<file path="config.mk">
export PLATFORM = sky130hd
export DESIGN_NAME = regfile_sized
export DESIGN_NICKNAME = d
export VERILOG_FILES = /design/src/rtl/regfile_pkg.sv /design/src/rtl/rf_reset_sync.sv /design/src/rtl/rf_access_check.sv /design/src/rtl/rf_read_port.sv /design/src/rtl/rf_write_merge.sv /design/src/rtl/regfile_sized.sv
export SDC_FILE = /design/constraint.sdc
export NUM_CORES = 1
export LEC_CHECK = 0
export ABC_AREA = 0
export ABC_CLOCK_PERIOD_IN_PS = 16170
export BUFFER_PORTS_ARGS = -buffer_cell sky130_fd_sc_hd__buf_2
export CAP_MARGIN = 20
export CORE_MARGIN = 2
export CORE_UTILIZATION = 37
export CTS_CLUSTER_DIAMETER = 50
export CTS_CLUSTER_SIZE = 10
export DETAILED_ROUTE_END_ITERATION = 8
export REMOVE_ABC_BUFFERS = 1
export SYNTH_ARGS = -nofsm -noshare
export SYNTH_HDL_FRONTEND = slang
export SYNTH_HIERARCHICAL = 1
export SYNTH_SLANG_ARGS = --single-unit
</file>
<file path="constraint.sdc">
create_clock -name clk -period 16.17 [get_ports clk]
set_input_delay 3.234 -clock clk [delete_from_list [all_inputs] [get_ports clk]]
set_output_delay 3.234 -clock clk [all_outputs]
set_load 0.01 [all_outputs]
</file>
<file path="src/rtl/regfile_pkg.sv">
package regfile_pkg;
  localparam logic [1:0] SZ_BYTE = 2'b00;
  localparam logic [1:0] SZ_WORD = 2'b01;
  localparam logic [1:0] SZ_LONG = 2'b10;
  localparam logic [1:0] SZ_RSVD = 2'b11;
endpackage

</file>
<file path="src/rtl/rf_reset_sync.sv">
module rf_reset_sync (
  input  logic clk,
  input  logic rst_n,
  output logic rst_sync_n
);
  logic [1:0] sync_q;

  always_ff @(posedge clk or negedge rst_n) begin
    if (!rst_n) sync_q <= 2'b00;
    else        sync_q <= {sync_q[0], 1'b1};
  end

  assign rst_sync_n = sync_q[1];
endmodule

</file>
<file path="src/rtl/rf_access_check.sv">
module rf_access_check
  import regfile_pkg::*;
(
  input  logic       is_addr,
  input  logic [1:0] size,
  output logic       illegal
);
  always_comb begin
    illegal = 1'b0;
    if (size == SZ_RSVD) illegal = 1'b1;
    if (is_addr && (size == SZ_BYTE)) illegal = 1'b1;
  end
endmodule

</file>
<file path="src/rtl/rf_read_port.sv">
module rf_read_port
  import regfile_pkg::*;
#(
  parameter int WIDTH = 32
) (
  input  logic [WIDTH-1:0] reg_val,
  input  logic [1:0]       size,
  input  logic             illegal,
  output logic [WIDTH-1:0] data
);
  always_comb begin
    data = '0;
    if (!illegal) begin
      unique case (size)
        SZ_BYTE: data[7:0]  = reg_val[7:0];
        SZ_WORD: data[15:0] = reg_val[15:0];
        default: data       = reg_val;
      endcase
    end
  end
endmodule

</file>
<file path="src/rtl/rf_write_merge.sv">
module rf_write_merge
  import regfile_pkg::*;
#(
  parameter int WIDTH = 32
) (
  input  logic [WIDTH-1:0] old_val,
  input  logic [WIDTH-1:0] wdata,
  input  logic             is_addr,
  input  logic [1:0]       size,
  output logic [WIDTH-1:0] new_val
);
  localparam int UPPER_W = WIDTH - 16;

  always_comb begin
    new_val = old_val;
    unique case (size)
      SZ_BYTE: new_val[7:0] = wdata[7:0];
      SZ_WORD: begin
        new_val[15:0] = wdata[15:0];
        if (is_addr) new_val[WIDTH-1:16] = {UPPER_W{wdata[15]}};
      end
      default: new_val = wdata;
    endcase
  end
endmodule

</file>
<file path="src/rtl/regfile_sized.sv">
module regfile_sized
  import regfile_pkg::*;
#(
  parameter int WIDTH    = 32,
  parameter int NUM_REGS = 8,
  parameter int IDX_W    = $clog2(NUM_REGS)
) (
  input  logic             clk,
  input  logic             rst_n,
  input  logic [IDX_W-1:0] rd0_idx,
  input  logic             rd0_is_addr,
  input  logic [1:0]       rd0_size,
  output logic [WIDTH-1:0] rd0_data,
  output logic             rd0_err,
  input  logic [IDX_W-1:0] rd1_idx,
  input  logic             rd1_is_addr,
  input  logic [1:0]       rd1_size,
  output logic [WIDTH-1:0] rd1_data,
  output logic             rd1_err,
  input  logic             wr_en,
  input  logic [IDX_W-1:0] wr_idx,
  input  logic             wr_is_addr,
  input  logic [1:0]       wr_size,
  input  logic [WIDTH-1:0] wr_data,
  output logic             wr_err
);
  localparam int RD_PORTS = 2;

  logic rst_sync_n;
  logic [NUM_REGS-1:0][WIDTH-1:0] dreg_q, dreg_nxt;
  logic [NUM_REGS-1:0][WIDTH-1:0] areg_q, areg_nxt;
  logic [NUM_REGS-1:0]            dreg_ce, areg_ce;

  rf_reset_sync u_rst (
    .clk        (clk),
    .rst_n      (rst_n),
    .rst_sync_n (rst_sync_n)
  );

  // Read ports
  logic [RD_PORTS-1:0][IDX_W-1:0] rp_idx;
  logic [RD_PORTS-1:0]            rp_is_addr;
  logic [RD_PORTS-1:0][1:0]       rp_size;
  logic [RD_PORTS-1:0][WIDTH-1:0] rp_data;
  logic [RD_PORTS-1:0]            rp_err;

  assign rp_idx     = {rd1_idx, rd0_idx};
  assign rp_is_addr = {rd1_is_addr, rd0_is_addr};
  assign rp_size    = {rd1_size, rd0_size};

  for (genvar p = 0; p < RD_PORTS; p++) begin : g_rd
    logic [WIDTH-1:0] sel_val;
    assign sel_val = rp_is_addr[p] ? areg_q[rp_idx[p]] : dreg_q[rp_idx[p]];

    rf_access_check u_chk (
      .is_addr (rp_is_addr[p]),
      .size    (rp_size[p]),
      .illegal (rp_err[p])
    );

    rf_read_port #(.WIDTH(WIDTH)) u_port (
      .reg_val (sel_val),
      .size    (rp_size[p]),
      .illegal (rp_err[p]),
      .data    (rp_data[p])
    );
  end

  assign rd0_data = rp_data[0];
  assign rd0_err  = rp_err[0];
  assign rd1_data = rp_data[1];
  assign rd1_err  = rp_err[1];

  // Write port
  logic             wr_illegal;
  logic             wr_ok;
  logic [WIDTH-1:0] wr_old, wr_merged;

  rf_access_check u_wchk (
    .is_addr (wr_is_addr),
    .size    (wr_size),
    .illegal (wr_illegal)
  );

  assign wr_err = wr_en & wr_illegal;
  assign wr_ok  = wr_en & ~wr_illegal;
  assign wr_old = wr_is_addr ? areg_q[wr_idx] : dreg_q[wr_idx];

  rf_write_merge #(.WIDTH(WIDTH)) u_merge (
    .old_val (wr_old),
    .wdata   (wr_data),
    .is_addr (wr_is_addr),
    .size    (wr_size),
    .new_val (wr_merged)
  );

  // Next-state
  always_comb begin
    dreg_ce  = '0;
    areg_ce  = '0;
    dreg_nxt = dreg_q;
    areg_nxt = areg_q;
    if (wr_ok) begin
      if (wr_is_addr) begin
        areg_ce[wr_idx]  = 1'b1;
        areg_nxt[wr_idx] = wr_merged;
      end else begin
        dreg_ce[wr_idx]  = 1'b1;
        dreg_nxt[wr_idx] = wr_merged;
      end
    end
  end

  // Registers
  always_ff @(posedge clk or negedge rst_sync_n) begin
    if (!rst_sync_n) begin
      dreg_q <= '0;
      areg_q <= '0;
    end else begin
      for (int i = 0; i < NUM_REGS; i++) begin
        if (dreg_ce[i]) dreg_q[i] <= dreg_nxt[i];
        if (areg_ce[i]) areg_q[i] <= areg_nxt[i];
      end
    end
  end

  // Assertions
  AST_DROPPED_WRITE: assert property (@(posedge clk) disable iff (!rst_sync_n)
    wr_err |=> (dreg_q == $past(dreg_q)) && (areg_q == $past(areg_q)));

  AST_RSVD_SIZE_ERR: assert property (@(posedge clk) disable iff (!rst_sync_n)
    (wr_en && wr_size == SZ_RSVD) |-> wr_err);

  AST_DATA_BYTE_UPPER: assert property (@(posedge clk) disable iff (!rst_sync_n)
    (wr_en && !wr_is_addr && wr_size == SZ_BYTE)
    |=> dreg_q[$past(wr_idx)][WIDTH-1:8] == $past(dreg_q[wr_idx][WIDTH-1:8]));

  AST_ADDR_WORD_SEXT: assert property (@(posedge clk) disable iff (!rst_sync_n)
    (wr_en && wr_is_addr && wr_size == SZ_WORD)
    |=> areg_q[$past(wr_idx)] == {{(WIDTH-16){$past(wr_data[15])}}, $past(wr_data[15:0])});

  AST_RD0_ERR_ZERO: assert property (@(posedge clk) disable iff (!rst_sync_n)
    rd0_err |-> rd0_data == '0);

  AST_RD1_ERR_ZERO: assert property (@(posedge clk) disable iff (!rst_sync_n)
    rd1_err |-> rd1_data == '0);
endmodule

</file>
==> reports/metrics.yaml, run 1 <==
cts_buffers: 72
area_growth_pct: 12.3
leakagePower_nw: 14.9
status: "completed"
p_sw_mw: 1.33
hold_violations: 0
p_seq_share_pct: 40.9
slew_headroom_pct: 22.4
num_rows: 106
wl_per_cell_um: 30.3
die_w_um: 295
clockBufferDepth: 3
worst_setup_path_end_kind: "output pin"
cts_resized: 0
worstMarginPinSlew_ps: 1150
total_power_mw: 4.62
via_per_inst: 6.31
p_clk_share_pct: 34.3
die_h_um: 295
drv_cap: 0
yosysWarnings: 6
grt_max_degree: 176
drc_errors: 0
place_ws_ps: 6810
reg2reg_from: "u_rst/sync_q[1]"
setup-tns-final_ps: 0
critPathKind: "in -> out"
wl_um: 101000
cts_setup_buffers: 0
io_buffers: 119
swShare_pct: 28.9
cts_hold_buf: 0
num_io_pins: 120
worst_slack_ps: 6770
initial_core_util_pct: 37.4
nets: 2213
netlist_instances: 2147
p_int_mw: 3.29
dp_hpwl_um: 59200
min_path_type: "reg -> async"
path_max_fanout: 72
worstPathArrival_ps: 6160
startpoint_type: "primary input"
grt.total_usage_pct: 23.6
fin_crit_ps: 9400
fmax_mhz: 106
setup_viol: 0
clock_skew_ps: 22.3
cts.sinks: 514
antenna_found_initial: 2
rsz0062_at_grt: "false"
crit_required_ps: 12940
core_sq_um: 83700
gp_congestion: 0.854
root_buffer: "clkbuf_16"
grt-ovfl-total: 0
clkSlewWorstSetupHoldPaths_ps: 50
drt_iter0_drc: 1803
grt_pass1_vias: 22200
comb_power_share_pct: 24.8
dieArea_sq_um: 86900
ir_drop_v: 0.0000781
drv_slew: 0
first_pass_iters: 5
ant_nets: 0
clkLatencyLatePin_ps: 620
drive_above_1_share_pct: 56.2
cts_tree: "built"
fin_crit_sh_pct: 58.1
grt_pass1_wl_um: 151000
cts_max_level: 3
cp-startpoint: "rd1_idx[1]"
syn_area_per_cell_sq_um: 14.6
vias: 21100
syn_area_sq_um: 31300
p_per_area_nw_per_um2: 131
## per-layer routing
layer	wire length (um)	track usage, %	vias to the layer above
li1	-	-	8458
met1	40900	31.3	11300
met2	48300	38.3	1032
met3	7790	4.88	251
met4	3970	8.72	2
met5	16	0	-
## state kept, by name, summed over array words and instances, names as in the netlist
name and count:
dreg_q 256, u_rst/sync_q 2, areg_q 256
## path summary, 6_finish.rpt
kind / endpoint / slack, ps / depth (start not counted)
max in group asynchronous: dreg_q[253] / 12970 / 4
min reg2reg: areg_q[3] / 350 / 0
min in group clk: u_rst/sync_q[1] / 350 / 0
max reg2reg: dreg_q[253] / 12970 / 4
min: areg_q[3] / 350 / 0
max: rd1_data[8] / 6770 / 6
## per-stage QoR
step	hold slack [ps]	util [%]	cells	instance area [sq um]
global placement	334	39.2	3219	32800
CTS	349	42.0	3337	35100
global route	352	42.0	3338	35100
detailed placement	339	39.2	3219	32800
finish	346	42.0	3339	35100
floorplan	331	-	1902	30100
## area by class of cell
| cell class | instances | area, sq um |
|---|---|---|
| Antenna cell | 1 | 2.50 |
| Clock buffer | 95 | 2050 |
| Clock inverter | 23 | 297 |
| Fill cell | 7539 | 48500 |
| Inverter | 18 | 67.6 |
| Multi-Input combinational cell | 1370 | 17300 |
| Sequential cell | 514 | 12900 |
| Tap cell | 1134 | 1420 |
| Timing Repair Buffer | 184 | 1180 |
## critical path: stages
cell,delay (ps)
buf_6,600
buf_4,880
mux4_2,420
mux4_2,510
and2_1,250
buf_2,180
## placed cells by master (no fill, tap or decap), types with 17 or more instances in the layout
cell type	count
clkbuf_16	75
mux2i_1	62
buf_2	110
mux2_1	20
a211oi_1	17
a22o_1	18
and2_1	27
nor2_1	34
mux2_4	30
o21ai_0	22
mux4_2	324
nand2_1	38
dfrtp_1	513
a21oi_1	41
buf_4	66
mux2_2	519
and2_2	24
inv_1	17
a221oi_1	42
## power groups by stage
stage / sequential (mW) / clock [mW] / combinational, mW
3_3_place_gp: 1.87 / 0 / 1.11
5_1_grt: 1.94 / 1.67 / 1.22
4_1_cts: 1.88 / 1.61 / 1.15
3_5_place_dp: 1.90 / 0 / 1.14
2_1_floorplan: 1.81 / 0 / 0.837
6_report: 1.89 / 1.58 / 1.14
(Power assumes the default switching activity.)
==> run 2: changes to the inputs <==
--- a/config.mk
+++ b/config.mk
@@ -6,7 +6,7 @@
 export NUM_CORES = 1
 export LEC_CHECK = 0
 export ABC_AREA = 0
-export ABC_CLOCK_PERIOD_IN_PS = 16170
+export ABC_CLOCK_PERIOD_IN_PS = 9500
 export BUFFER_PORTS_ARGS = -buffer_cell sky130_fd_sc_hd__buf_2
 export CAP_MARGIN = 20
 export CORE_MARGIN = 2
==> constraint.sdc (replaced) <==
create_clock -name clk -period 9.5 [get_ports clk]
set_input_delay 1.9 -clock clk [delete_from_list [all_inputs] [get_ports clk]]
set_output_delay 1.9 -clock clk [all_outputs]
set_load 0.01 [all_outputs]
==> reports/metrics.yaml, run 2 (synthesized netlist as in run 1, its figures left out) <==
core_sq_um: 83700  # unchanged
layout_common_cells: "mux2_2, dfrtp_1, mux4_2"
startpoint_type: "primary input"
reg2reg_from: "u_rst/sync_q[1]"
reg2reg_slack_ps: 6770  # -6200 ps
cts_setup_buffers: 0  # unchanged
wl_per_cell_um: 30.8  # +1.8%
status: "completed"
ir_drop_v: 0.000145  # +86%
holdCritStartpoint: "u_rst/sync_q[0]"
vias: 21200  # +0.42%
drt-met1-wl_um: 41700  # +2.0%
cts_max_level: 3  # unchanged
drive_above_1_share_pct: 56.4  # +0.20 points
cts_tree: "built"
drv_slew: 0  # unchanged
n_fill_cell: 7558  # +0.25%
path_max_fanout: 78  # +8.3%
dr_wl_met3_um: 7880  # +1.2%
min_path_type: "reg -> reg"
setup_viol: 0  # unchanged
initial_core_util_pct: 37.4  # unchanged
grt.total_usage_pct: 23.9  # +0.24 points
grt-ovfl-total: 0  # unchanged
dr_wl_met2_um: 49000  # +1.4%
place_ws_ps: 2930  # -3880 ps
worstPathArrival_ps: 4610  # -1550 ps
grt_max_degree: 79  # -55%
dieArea_sq_um: 86900  # unchanged
critPathKind: "in -> out"
top_layer: "met4"
reg.largest.list: "areg_q (256), dreg_q (256), u_rst/sync_q (2)"
clockBufferDepth: 3  # unchanged
p_clk_share_pct: 32.8  # -1.5 points
dp_hpwl_um: 59800  # +1.0%
wl_um: 103000  # +1.6%
worstSetupEndpoint: "rd0_data[15]"
hold_violations: 0  # unchanged
worst_slack_ps: 2990  # -3780 ps
area_growth_pct: 11.8
clkSlewWorstSetupHoldPaths_ps: 50  # about the same
crit_required_ps: 7600  # -5340 ps
nets: 2219  # +0.27%
clkLatencyLatePin_ps: 610  # about the same
drv_cap: 0  # unchanged
grt_pass1_wl_um: 153000  # +1.3%
p_per_area_nw_per_um2: 220  # +67%
rsz0062_at_grt: "false"
cts_resized: 0  # unchanged
io_buffers: 119  # unchanged
comb_power_share_pct: 25.3  # +0.5 points
antenna_found_initial: 1  # -1
crit_cells: 6  # unchanged
worstMarginPinSlew_ps: 1110  # -37.2 ps
worst_setup_path_end_kind: "output pin"
worst-path-buf-inv: 3  # unchanged
crit_chain: "buf_8 > buf_12 > mux4_2 > mux4_2 > and2_1 > buf_2"
drt_iter0_drc: 2081  # +15%
drc_errors: 0  # unchanged
root_buffer: "clkbuf_16"
ant_nets: 0  # unchanged
cp-startpoint: "rd0_idx[0]"
cts_hold_buf: 0  # unchanged
clock_skew_ps: 18.6  # -3.71 ps
p_sw_mw: 2.27  # +70%
via_per_inst: 6.35  # +0.66%
fin_crit_ps: 6510
num_io_pins: 120  # unchanged
max_stage_delay_ps: 680  # -200 ps
worst_path_max_delay_cell: "buf_8"
grt_pass1_vias: 22300  # +0.46%
p_int_mw: 5.42  # +65%
rr_endpoint: "dreg_q[23]"
die_w_um: 295  # unchanged
first_pass_iters: 6  # +1
fin_crit_sh_pct: 68.5
die_h_um: 295  # unchanged
p_seq_share_pct: 41.9  # +1.0 points
crit_family: "buffers and inverters"
final_util_pct: 41.8  # -0.17 points
path_common_cell: "mux4_2"
cts_buffers: 69  # -4.2%
swShare_pct: 29.5  # +0.62 points
gp_congestion: 0.841  # -1.5%
leakagePower_nw: 14.8  # -0.45%
r2r_cells: 2  # -2
fmax_mhz: 154
num_rows: 106  # unchanged
slew_headroom_pct: 26.1  # +3.7 points
cts.sinks: 514  # unchanged
final_common_cell: "mux2_2"
==> run 2: cell count changes in the layout (fill, tap and decap cells not counted), moves of 2 or more <==
cell	before	now
clkinvlp_4	2	4
clkbuf_1	10	2
clkbuf_8	10	5
buf_4	66	75
inv_16	0	2
clkbuf_16	75	69
clkinv_8	0	2
==> run 2: metal layers <==
metal / vias up / global-route usage [%]
li1: 8455 / -
met4: 0 / 8.84
met1: 11400 / 32.1
met5: - / 0
met2: 1081 / 38.5
met3: 252 / 4.40
==> run 2: worst min-delay path by stage <==
stage	end	slack [ps]	cells past startpoint
3_3_place_gp	u_rst/sync_q[1]	340	0
2_1_floorplan	u_rst/sync_q[1]	330	0
3_5_place_dp	u_rst/sync_q[1]	340	0
6_report	u_rst/sync_q[1]	350	0
5_1_grt	u_rst/sync_q[1]	360	0
4_1_cts	u_rst/sync_q[1]	350	0
==> run 2: power groups by stage <==
stage / clock (mW) / sequential, mW / combinational [mW]
floorplan: 0 / 3.08 / 1.42
global placement: 0 / 3.20 / 1.89
detailed placement: 0 / 3.24 / 1.94
CTS: 2.56 / 3.21 / 1.95
global route: 2.66 / 3.30 / 2.08
finish: 2.52 / 3.22 / 1.94
==> run 2: through the flow <==
stage / std cells / instance area (sq um) / hold WS, ps / power, mW / TNS, ps
2_1_floorplan: 1902 / 30100 / 331 / 4.51 / -3014210
3_3_place_gp: 3227 / 32800 / 337 / 5.09 / 0
3_5_place_dp: 3228 / 32800 / 340 / 5.18 / 0
4_1_cts: 3329 / 35000 / 353 / 7.72 / 0
5_1_grt: 3330 / 35000 / 365 / 8.03 / 0
6_report: 3331 / 35000 / 346 / 7.68 / 0
==> run 2: final cells by class <==
cell class | instances | area (sq um) | area share, %
clock inverter | 25 | 332 | 0.947
clock buffer | 76 | 1800 | 5.15
sequential | 514 | 12900 | 36.8
antenna | 1 | 2.50 | 0.00715
multi-input combinational | 1370 | 17300 | 49.3
tap | 1134 | 1420 | 4.05
inverter | 18 | 67.6 | 0.193
timing repair buffer | 193 | 1250 | 3.58
==> run 2: worst register-to-register path: cells and delay by family (launching register included) <==
family	cells	cell delay, ps
buffers and inverters	2	1710
DFF	1	990
